`src/rtl/pwg_pkg.sv`:
```
package pwg_pkg;

  // Which requester drives the shared read address this cycle.
  typedef enum logic [1:0] {
    PORT_CMD  = 2'd0,
    PORT_SCAN = 2'd1,
    PORT_KEY  = 2'd2
  } pwg_port_e;

endpackage

```
`src/rtl/pwg_mem.sv`:
```
module pwg_mem #(
  parameter int DW    = 16,
  parameter int DEPTH = 64,
  localparam int AW   = $clog2(DEPTH)
) (
  input  logic          clk,
  input  logic          rst_n,
  input  logic          erase,
  input  logic          we,
  input  logic [AW-1:0] waddr,
  input  logic [DW-1:0] wdata,
  input  logic [AW-1:0] raddr,
  output logic [DW-1:0] rd_q
);

  // Contents survive reset; the array powers up in the erased state.
  logic [DW-1:0] arr [DEPTH] = '{default: '1};

  always_ff @(posedge clk) begin
    if (erase) begin
      for (int i = 0; i < DEPTH; i++) arr[i] <= '1;
    end else if (we) begin
      arr[waddr] <= wdata;
    end
  end

  always_ff @(posedge clk or negedge rst_n) begin
    if (!rst_n) rd_q <= '0;
    else        rd_q <= arr[raddr];
  end

endmodule

```
`src/rtl/pwg_scan.sv`:
```
module pwg_scan #(
  parameter int DW       = 16,
  parameter int PW_WORDS = 16,
  localparam int IW      = $clog2(PW_WORDS)
) (
  input  logic          clk,
  input  logic          rst_n,
  input  logic          restart,
  input  logic [DW-1:0] rd_q,
  output logic          issue,
  output logic [IW-1:0] idx,
  output logic          done,
  output logic          blank
);

  localparam logic [IW:0] LAST = (IW+1)'(PW_WORDS);

  logic [IW:0] cnt;
  logic        pend;
  logic        all_zero, all_one;

  assign issue = !done && (cnt != LAST);
  assign idx   = cnt[IW-1:0];
  assign blank = all_zero || all_one;

  always_ff @(posedge clk or negedge rst_n) begin
    if (!rst_n) begin
      cnt      <= '0;
      pend     <= 1'b0;
      done     <= 1'b0;
      all_zero <= 1'b1;
      all_one  <= 1'b1;
    end else if (restart) begin
      cnt      <= '0;
      pend     <= 1'b0;
      done     <= 1'b0;
      all_zero <= 1'b1;
      all_one  <= 1'b1;
    end else begin
      pend <= issue;
      if (issue) cnt <= cnt + 1'b1;
      if (pend) begin
        all_zero <= all_zero && (rd_q == '0);
        all_one  <= all_one  && (rd_q == '1);
        if (cnt == LAST) done <= 1'b1;
      end
    end
  end

endmodule

```
`src/rtl/pwg_keycmp.sv`:
```
module pwg_keycmp #(
  parameter int DW       = 16,
  parameter int PW_WORDS = 16,
  localparam int IW      = $clog2(PW_WORDS)
) (
  input  logic          clk,
  input  logic          rst_n,
  input  logic          abort,
  input  logic          acc,
  input  logic          first,
  input  logic [DW-1:0] data,
  input  logic [DW-1:0] rd_q,
  output logic          rd_req,
  output logic [IW-1:0] rd_idx,
  output logic          unlocked,
  output logic          done,
  output logic          ok
);

  logic          active;
  logic [IW-1:0] idx;
  logic [IW-1:0] cur;
  logic          take, last;
  logic          cmp_v, cmp_first, cmp_last;
  logic [DW-1:0] key_q;
  logic          fail_acc, fail_now;

  // A start word always opens an attempt; other words count only inside one.
  assign take   = acc && (first || active);
  assign cur    = first ? '0 : idx;
  assign last   = (cur == IW'(PW_WORDS - 1));
  assign rd_req = take;
  assign rd_idx = cur;

  // Mismatch is folded in, never short-cut: every word is compared.
  assign fail_now = (cmp_first ? 1'b0 : fail_acc) | (key_q != rd_q);

  always_ff @(posedge clk or negedge rst_n) begin
    if (!rst_n) begin
      active    <= 1'b0;
      idx       <= '0;
      cmp_v     <= 1'b0;
      cmp_first <= 1'b0;
      cmp_last  <= 1'b0;
      key_q     <= '0;
      fail_acc  <= 1'b0;
      unlocked  <= 1'b0;
      done      <= 1'b0;
      ok        <= 1'b0;
    end else if (abort) begin
      active <= 1'b0;
      cmp_v  <= 1'b0;
      done   <= 1'b0;
      ok     <= 1'b0;
    end else begin
      done      <= 1'b0;
      ok        <= 1'b0;
      cmp_v     <= take;
      cmp_first <= first;
      cmp_last  <= last;
      key_q     <= data;
      if (cmp_v) begin
        fail_acc <= fail_now;
        if (cmp_last) begin
          done     <= 1'b1;
          ok       <= !fail_now;
          unlocked <= !fail_now;
        end
      end
      // A new start word wins over a verdict landing on the same edge.
      if (take) begin
        active <= !last;
        idx    <= cur + 1'b1;
        if (first) unlocked <= 1'b0;
      end
    end
  end

endmodule

```
`src/rtl/pwg_top.sv`:
```
module pwg_top #(
  parameter int DW       = 16,
  parameter int DEPTH    = 64,
  parameter int PW_BASE  = 16,
  parameter int PW_WORDS = 16,
  localparam int AW      = $clog2(DEPTH),
  localparam int IW      = $clog2(PW_WORDS)
) (
  input  logic          clk,
  input  logic          rst_n,
  input  logic          lock_wr,
  input  logic          lock_val,
  input  logic          key_valid,
  output logic          key_ready,
  input  logic          key_first,
  input  logic [DW-1:0] key_data,
  input  logic          cmd_valid,
  output logic          cmd_ready,
  input  logic          cmd_write,
  input  logic [AW-1:0] cmd_addr,
  input  logic [DW-1:0] cmd_wdata,
  output logic          rsp_valid,
  output logic          rsp_denied,
  output logic [DW-1:0] rsp_data,
  input  logic          erase_req,
  output logic          access_granted,
  output logic          attempt_done,
  output logic          attempt_ok
);
  import pwg_pkg::*;

  logic          lock_q;
  logic          scan_issue, scan_done, pw_blank;
  logic [IW-1:0] scan_idx, key_idx;
  logic          key_rd, unlocked;
  logic          key_acc, cmd_acc, cmd_wr_ok, in_pw, restart;
  logic          rsp_rd;
  logic [DW-1:0] rd_q;
  logic [AW-1:0] raddr;
  pwg_port_e     owner;

  assign access_granted = scan_done && (!lock_q || pw_blank || unlocked);
  assign key_ready      = scan_done && !erase_req;
  assign cmd_ready      = key_ready && !key_valid;
  assign key_acc        = key_valid && key_ready;
  assign cmd_acc        = cmd_valid && cmd_ready;
  assign cmd_wr_ok      = cmd_acc && cmd_write && access_granted;
  assign in_pw          = (int'(cmd_addr) >= PW_BASE) && (int'(cmd_addr) < PW_BASE + PW_WORDS);
  assign restart        = erase_req || (cmd_wr_ok && in_pw);

  always_comb begin
    if (scan_issue)  owner = PORT_SCAN;
    else if (key_rd) owner = PORT_KEY;
    else             owner = PORT_CMD;
  end

  always_comb begin
    unique case (owner)
      PORT_SCAN: raddr = AW'(PW_BASE) + AW'(scan_idx);
      PORT_KEY:  raddr = AW'(PW_BASE) + AW'(key_idx);
      default:   raddr = cmd_addr;
    endcase
  end

  always_ff @(posedge clk or negedge rst_n) begin
    if (!rst_n) begin
      lock_q     <= 1'b1;
      rsp_valid  <= 1'b0;
      rsp_denied <= 1'b0;
      rsp_rd     <= 1'b0;
    end else begin
      if (lock_wr) lock_q <= lock_val;
      rsp_valid  <= cmd_acc;
      rsp_denied <= cmd_acc && !access_granted;
      rsp_rd     <= cmd_acc && access_granted && !cmd_write;
    end
  end

  assign rsp_data = rsp_rd ? rd_q : '0;

  pwg_mem #(.DW(DW), .DEPTH(DEPTH)) u_mem (
    .clk   (clk),
    .rst_n (rst_n),
    .erase (erase_req),
    .we    (cmd_wr_ok),
    .waddr (cmd_addr),
    .wdata (cmd_wdata),
    .raddr (raddr),
    .rd_q  (rd_q)
  );

  pwg_scan #(.DW(DW), .PW_WORDS(PW_WORDS)) u_scan (
    .clk     (clk),
    .rst_n   (rst_n),
    .restart (restart),
    .rd_q    (rd_q),
    .issue   (scan_issue),
    .idx     (scan_idx),
    .done    (scan_done),
    .blank   (pw_blank)
  );

  pwg_keycmp #(.DW(DW), .PW_WORDS(PW_WORDS)) u_key (
    .clk      (clk),
    .rst_n    (rst_n),
    .abort    (erase_req),
    .acc      (key_acc),
    .first    (key_first),
    .data     (key_data),
    .rd_q     (rd_q),
    .rd_req   (key_rd),
    .rd_idx   (key_idx),
    .unlocked (unlocked),
    .done     (attempt_done),
    .ok       (attempt_ok)
  );

endmodule

```
`config.mk`:
```
export PLATFORM = sky130hd
export DESIGN_NAME = pwg_top
export DESIGN_NICKNAME = d
export VERILOG_FILES = /design/src/rtl/pwg_pkg.sv /design/src/rtl/pwg_mem.sv /design/src/rtl/pwg_scan.sv /design/src/rtl/pwg_keycmp.sv /design/src/rtl/pwg_top.sv
export SDC_FILE = /design/constraint.sdc
export NUM_CORES = 2
export LEC_CHECK = 0
export BUFFER_PORTS_ARGS = -buffer_cell sky130_fd_sc_hd__buf_2
export CAP_MARGIN = 20
export CORE_MARGIN = 10
export CORE_UTILIZATION = 35
export CTS_CLUSTER_DIAMETER = 80
export CTS_CLUSTER_SIZE = 30
export DETAILED_ROUTE_END_ITERATION = 16
export SLEW_MARGIN = 20
export SYNTH_ARGS = -nofsm -noshare
export SYNTH_HDL_FRONTEND = slang
export SYNTH_SLANG_ARGS = --single-unit
```
`constraint.sdc`:
```
create_clock -name clk -period 3.6 [get_ports clk]
set_clock_uncertainty 0.05 [all_clocks]
set_input_delay 0.18 -clock clk [delete_from_list [all_inputs] [get_ports clk]]
set_output_delay 0.18 -clock clk [all_outputs]
set_load 0.02 [all_outputs]
```
After elaboration in Yosys (flattened, before gate mapping)
Memories as Yosys holds them, arrays and structs flattened. A register that Yosys moved wholly into a read port is not among the register bits.
Cells that the tools add are included.
{ "totals": {"ff_bits": 41, "latch_bits": 0, "mem_bits_rw": 1024, "romBits": 0, "input_bits": 47, "out_inout_bits": 23, "word_cells": 111, "n_memories": 1} }
{ "memory_table": {"columns": ["memory", "words", "width", "rd", "rd_clocked_by_memory_dff", "write_ports", "line", "source"], "rows": [
  ["u_mem.arr", 64, 16, 1, 1, 64, "pwg_mem.sv:17", "logic [DW-1:0] arr [DEPTH] = '{default: '1};"]
]} }
{ "op_classes": {"n_addsub": 4, "mul": 0, "n_div": 0, "magnitude_cmp": 2, "eq_ne": 7, "n_shift": 0, "muxes": 37, "bitwise": 2, "n_reduce_logical": 39} }
{ "op_table": {"columns": ["cell", "n"], "rows": [
  ["$mux 16", 2],
  ["$mux 1", 28],
  ["$eq 16x16->1 const B", 1],
  ["$logic_and 1x1->1", 16],
  ["$logic_not 16->1", 1],
  ["$ne 16x16->1", 1],
  ["$reduce_or 16->1", 1],
  ["$add 5x4->6 const A", 2],
  ["$pmux 6 s2", 1],
  ["$mux 5", 2],
  ["$logic_not 1->1", 9],
  ["$reduce_bool 2->1", 4],
  ["$ge 6x5->1 const B", 1],
  ["$lt 6x6->1 const B", 1],
  ["$mux 6", 1],
  ["$reduce_and 2->1", 3],
  ["$add 5x1->5 const B", 1],
  ["$eq 5x5->1 const B", 1],
  ["$logic_or 1x1->1", 5],
  ["$ne 5x5->1 const B", 1],
  ["$add 4x1->4 const B", 1],
  ["$eq 4x4->1 const B", 1],
  ["$mux 2", 2],
  ["$mux 4", 1],
  ["4 further kinds", 4]
]} }

Logic depth before layout (Yosys ltp)
{ "logic_depth": {"depth_word": 11, "ltp_mapped": 15, "ltp_nobuf": 10} }

Cells and area by module
A second synthesis with hierarchy kept.
{ "unflattened": {"hier_cells": 3330, "hier_area_um2": 49899.1} }
{ "modules_own_cells": {"columns": ["mod", "n_inst", "cells_each", "area_each_um2", "seq_area_each_um2"], "rows": [
  ["pwg_mem", 1, 3117, 47633.2, 31149.9],
  ["pwg_keycmp", 1, 106, 1306.3, 700.7],
  ["pwg_scan", 1, 55, 531.8, 227.7],
  ["pwg_top", 1, 52, 427.9, 101.3]
]} }

Worst setup path after synthesis
Ideal clock, no wire load.
{ "synth_path": {"path_kind": "register to register", "startpoint": "reg u_scan.done", "endpoint": "mem u_mem.arr[32][0] (enable)", "setup_time_ns": 0.392, "arrival_ns": 3.097, "required_ns": 3.158, "path_slack_ns": 0.060, "stages_incl_launch_ff": 11, "n_path_buf": 4, "period_less_slack_ns": 3.540, "cell_sequence": "dfrtp_1 -> buf_2 -> inv_1 -> nor3_1 -> and2_1 -> clkbuf_1 -> nand3_1 -> or3_1 -> clkbuf_1 -> clkbuf_1 -> o21bai_1"} }
{ "synth_lines": {"columns": ["item", "line", "source"], "rows": [
  ["start, declared", "pwg_scan.sv:12", "output logic done,"],
  ["start signal, assigned", "pwg_scan.sv:30", "done <= 1'b0;"],
  ["start signal, assigned", "pwg_scan.sv:36", "done <= 1'b0;"],
  ["start signal, assigned", "pwg_scan.sv:45", "if (cnt == LAST) done <= 1'b1;"],
  ["end, declared", "pwg_mem.sv:17", null]
]} }

Worst setup path after layout
{ "layout_path": {"startpoint": "reg u_scan.cnt[0]", "endpoint": "reg u_mem.rd_q[5], read port of u_mem.arr"} }
{ "layout_via": {"elab_chain_len": 5, "word_cells_on_any_way": 7, "classes_between": "1 x add/sub; 3 x eq/ne; 2 x mux; 1 x reduce/logical"} }
{ "layout_lines": {"columns": ["item", "line", "source"], "rows": [
  ["start, declared", "pwg_scan.sv:18", "logic [IW:0] cnt;"],
  ["start signal, assigned", "pwg_scan.sv:41", "if (issue) cnt <= cnt + 1'b1;"],
  ["$ne 5x5->1", "pwg_scan.sv:22", "assign issue = !done && (cnt != LAST);"],
  ["$logic_and 1x1->1", "pwg_scan.sv:22", null],
  ["$mux 2", "pwg_top.sv:52", "if (scan_issue) owner = PORT_SCAN;"],
  ["$eq 2x2->1 / $eq 2x1->1 (equally long branches)", "pwg_top.sv:58", "unique case (owner)"],
  ["$pmux 6 s2 (*)", "pwg_top.sv:58", null],
  ["end, declared", "pwg_mem.sv:13", "output logic [DW-1:0] rd_q"]
]} }
Every way passes the cells marked *; elsewhere a longest branch is shown, timed or not.
A chain may end at the register's enable or synchronous reset.

==> impl_metrics.toml <==
[place]
dpl.cell_count = 6174
portBuffers = 69
dpl.hpwl_um = 107000
post-place-ws_ns = -0.0136
place_area_um2 = 54500
finalWeightedCongestion = 0.949

[sta]
fin_crit_ns = 3.59
slew_headroom_pct = 22.3
finalWorstSetupSlack_ns = 0.0112
setup_violations = 0
min_period_over_period_pct = 99.7
fmax_mhz = 279
tightest_slew_ns = 1.17
hold_viol_final = 0
slew_viol_final = 0

[global_routing]
antenna_found_initial = 15
grt_pass1_wl_um = 234000
grt_max_degree = 137
grt_remaining_overflow = 0
globalRouteTotalUtil_pct = 19.4
grt_pass1_vias = 33594

[drt]
drc_errors = 0
first_pass_iters = 6
vias = 35544
ant_nets = 0
wl_per_cell_um = 25.6
routed_wirelength_um = 162000
drt-initial-drc-count = 4643
vias_per_cell = 5.63

[floorplanning]
initial_core_util_pct = 35.2
die_h_um = 400
coreArea_um2 = 143000
rows = 139
design.die.area_um2 = 160000
num_io_pins = 70
die_w_um = 400

[cts]
cts_buffers = 50
cts_tree = "done"
cts.sinks = 1081
cts-root-buf = "clkbuf_16"
clock_path_buffers = 3
clk_latency_ns = 0.71
htree_levels = 2
clk_pin_slew_ns = 0.12

[synthesis]
synth_area_um2 = 50500
ys_async_sr_fraction_pct = 5.27
synth.top_cells.by_area = "edfxtp_1 (61%), or3_1 (6.4%), or2_2 (6.3%)"
synth.most_common_cell = "edfxtp_1"
synth_top_area_share_pct = 60.9
synth_cells = 4328
avgSynthCellArea_um2 = 11.7
yosysTopAreaCell = "edfxtp_1"
ys_seq_area_share_pct = 63.7
synth_warnings = 0
netlist_top_cells_count = "edfxtp_1 (1024), nand2_1 (803), or3_1 (515), or2_2 (512), clkbuf_1 (361)"
synth_edf_count = 1024
synth_ff_type = "edfxtp_1"
syn-num-nets = 4378
ys_ff_latch = 1081
ys_types = 65

[critical_path]
crit_path_max_fanout = 52
crit_path_start_kind = "flip-flop"
end_kind = "flip-flop"
crit_type = "reg2reg"
crit_arrival_ns = 4.17
required_ns = 4.18

[final_layout]
fillers = 13583
final_cells = 6318
nets = 4419
fin_util_pct = 39.6
drive_gt1_share_pct = 24.8
area_growth_pct = 12.5
design_area_um2 = 56800

[power_and_ir_drop]
power.density_nw_per_um2 = 409
p_leak_uw = 0.0166
total_power_uw = 23200
ir_drop_mv = 0.341

[run_status]
outcome = "complete, no violations"

[flow_run]
maxCapViolations = 0

[worst_hold_path]
hold_path_class = "in2async"
[routing by layer]
layer  vias up  part of all wire [%]  global-route usage [%]
met5         -                 0.056                       0
met4        14                   3.4                    5.92
met3       262                    10                    3.90
met2      1762                    44                    29.1
met1     17845                    43                    28.0
li1      15661                     -                       -
[sequential cells by signal, summed over array words and instances (netlist names), 4 cells and up]
register     flops
u_key.idx        4
u_key.key_q     16
u_mem.arr     1024
u_mem.rd_q      16
u_scan.cnt       5
[stage by stage]
step / TNS [ns] / hold slack, ns
2_1_floorplan: 0 / -0.166
3_3_place_gp: 0 / 0.287
3_5_place_dp: -0.0146 / 0.280
4_1_cts: 0 / 0.0470
5_1_grt: -0.0162 / 0.133
6_report: 0 / 0.0741
[kinds of logic (layout without fill, tap and decap cells)]
| logic type | Yosys count | after routing | synth area share (%) |
|---|---|---|---|
| compound gates | 293 | 293 | 4.37 |
| xor+xnor | 19 | 19 | 0.330 |
| fa+ha+maj | 3 | 3 | 0.0744 |
| buf+inv | 455 | 534 | 3.54 |
| flops | 1081 | 1081 | 63.7 |
| mux | 112 | 112 | 3.08 |
| other cells | 0 | 7 | 0 |
| simple gates | 2365 | 2366 | 24.9 |
[timing repair]
item                       4_1_cts  5_1_grt
setup buffers                    0       17
hold buffers                    26        0
hold endpoints to repair        63        0
setup endpoints to repair        3       13
gates cloned                     0        4
resized for setup                3       24
pin swaps                        0        6
[critical path, stage by stage (launching register included)]
cell	delay, ns
dfrtp_1	0.37
inv_2	0.05
ha_2	0.18
and4bb_4	0.20
buf_4	0.16
nor3_4	0.25
or3_4	0.27
buf_4	0.15
buf_12	0.26
buf_4	0.39
nand2_1	0.09
a31oi_1	0.19
nand4_1	0.32
and4_1	0.42
nand4_1	0.13
[final cells by class]
cell class	instances	area [um^2]	share of cell area, %
well taps	1903	2380	4.19
flip-flops and latches	1081	32200	56.7
clock buffers	62	1340	2.36
multi-input cells	2793	16700	29.5
clock inverters	29	383	0.674
repair buffers	433	3710	6.53
diodes	7	17.5	0.0309
inverters	10	37.5	0.0661
[path summary, 6_finish.rpt]
check | start | end | slack (ns) | cells after the start
min in group clk | key_valid | u_key.idx[2] | 0.10 | 5
min reg2reg | u_key.cmp_first | u_key.cmp_first | 0.45 | 2
min | rst_n | u_scan.pend | 0.07 | 2
max in group asynchronous | rst_n | u_mem.rd_q[0] | 2.50 | 3
max | u_scan.cnt[0] | u_mem.rd_q[5] | 0.01 | 14
max reg2reg | u_scan.cnt[0] | u_mem.rd_q[5] | 0.01 | 14
[layout by cell type, fill, tap and decap left out, types with 20 or more instances in the layout]
| cell | n |
|---|---|
| or3_1 | 512 |
| dfrtp_1 | 54 |
| edfxtp_1 | 1024 |
| mux2i_1 | 63 |
| o21bai_1 | 33 |
| buf_2 | 67 |
| buf_4 | 295 |
| nand2b_1 | 36 |
| a31oi_1 | 46 |
| nand4_1 | 119 |
| nand2_1 | 799 |
| nor2_1 | 29 |
| a21oi_1 | 41 |
| dlygate4sd3_1 | 26 |
| a32oi_1 | 45 |
| clkbuf_16 | 53 |
| nand3_1 | 229 |
| mux4_2 | 33 |
| buf_12 | 39 |
| and2_1 | 20 |
| or2_2 | 512 |
[report_power, final]
group,internal (uW),switching (uW),total (uW)
logic,603,1490,2090
registers,13700,34.2,13800
clock network,2930,4430,7370
total,17300,5960,23200
Power figures use the tool's default switching activity.
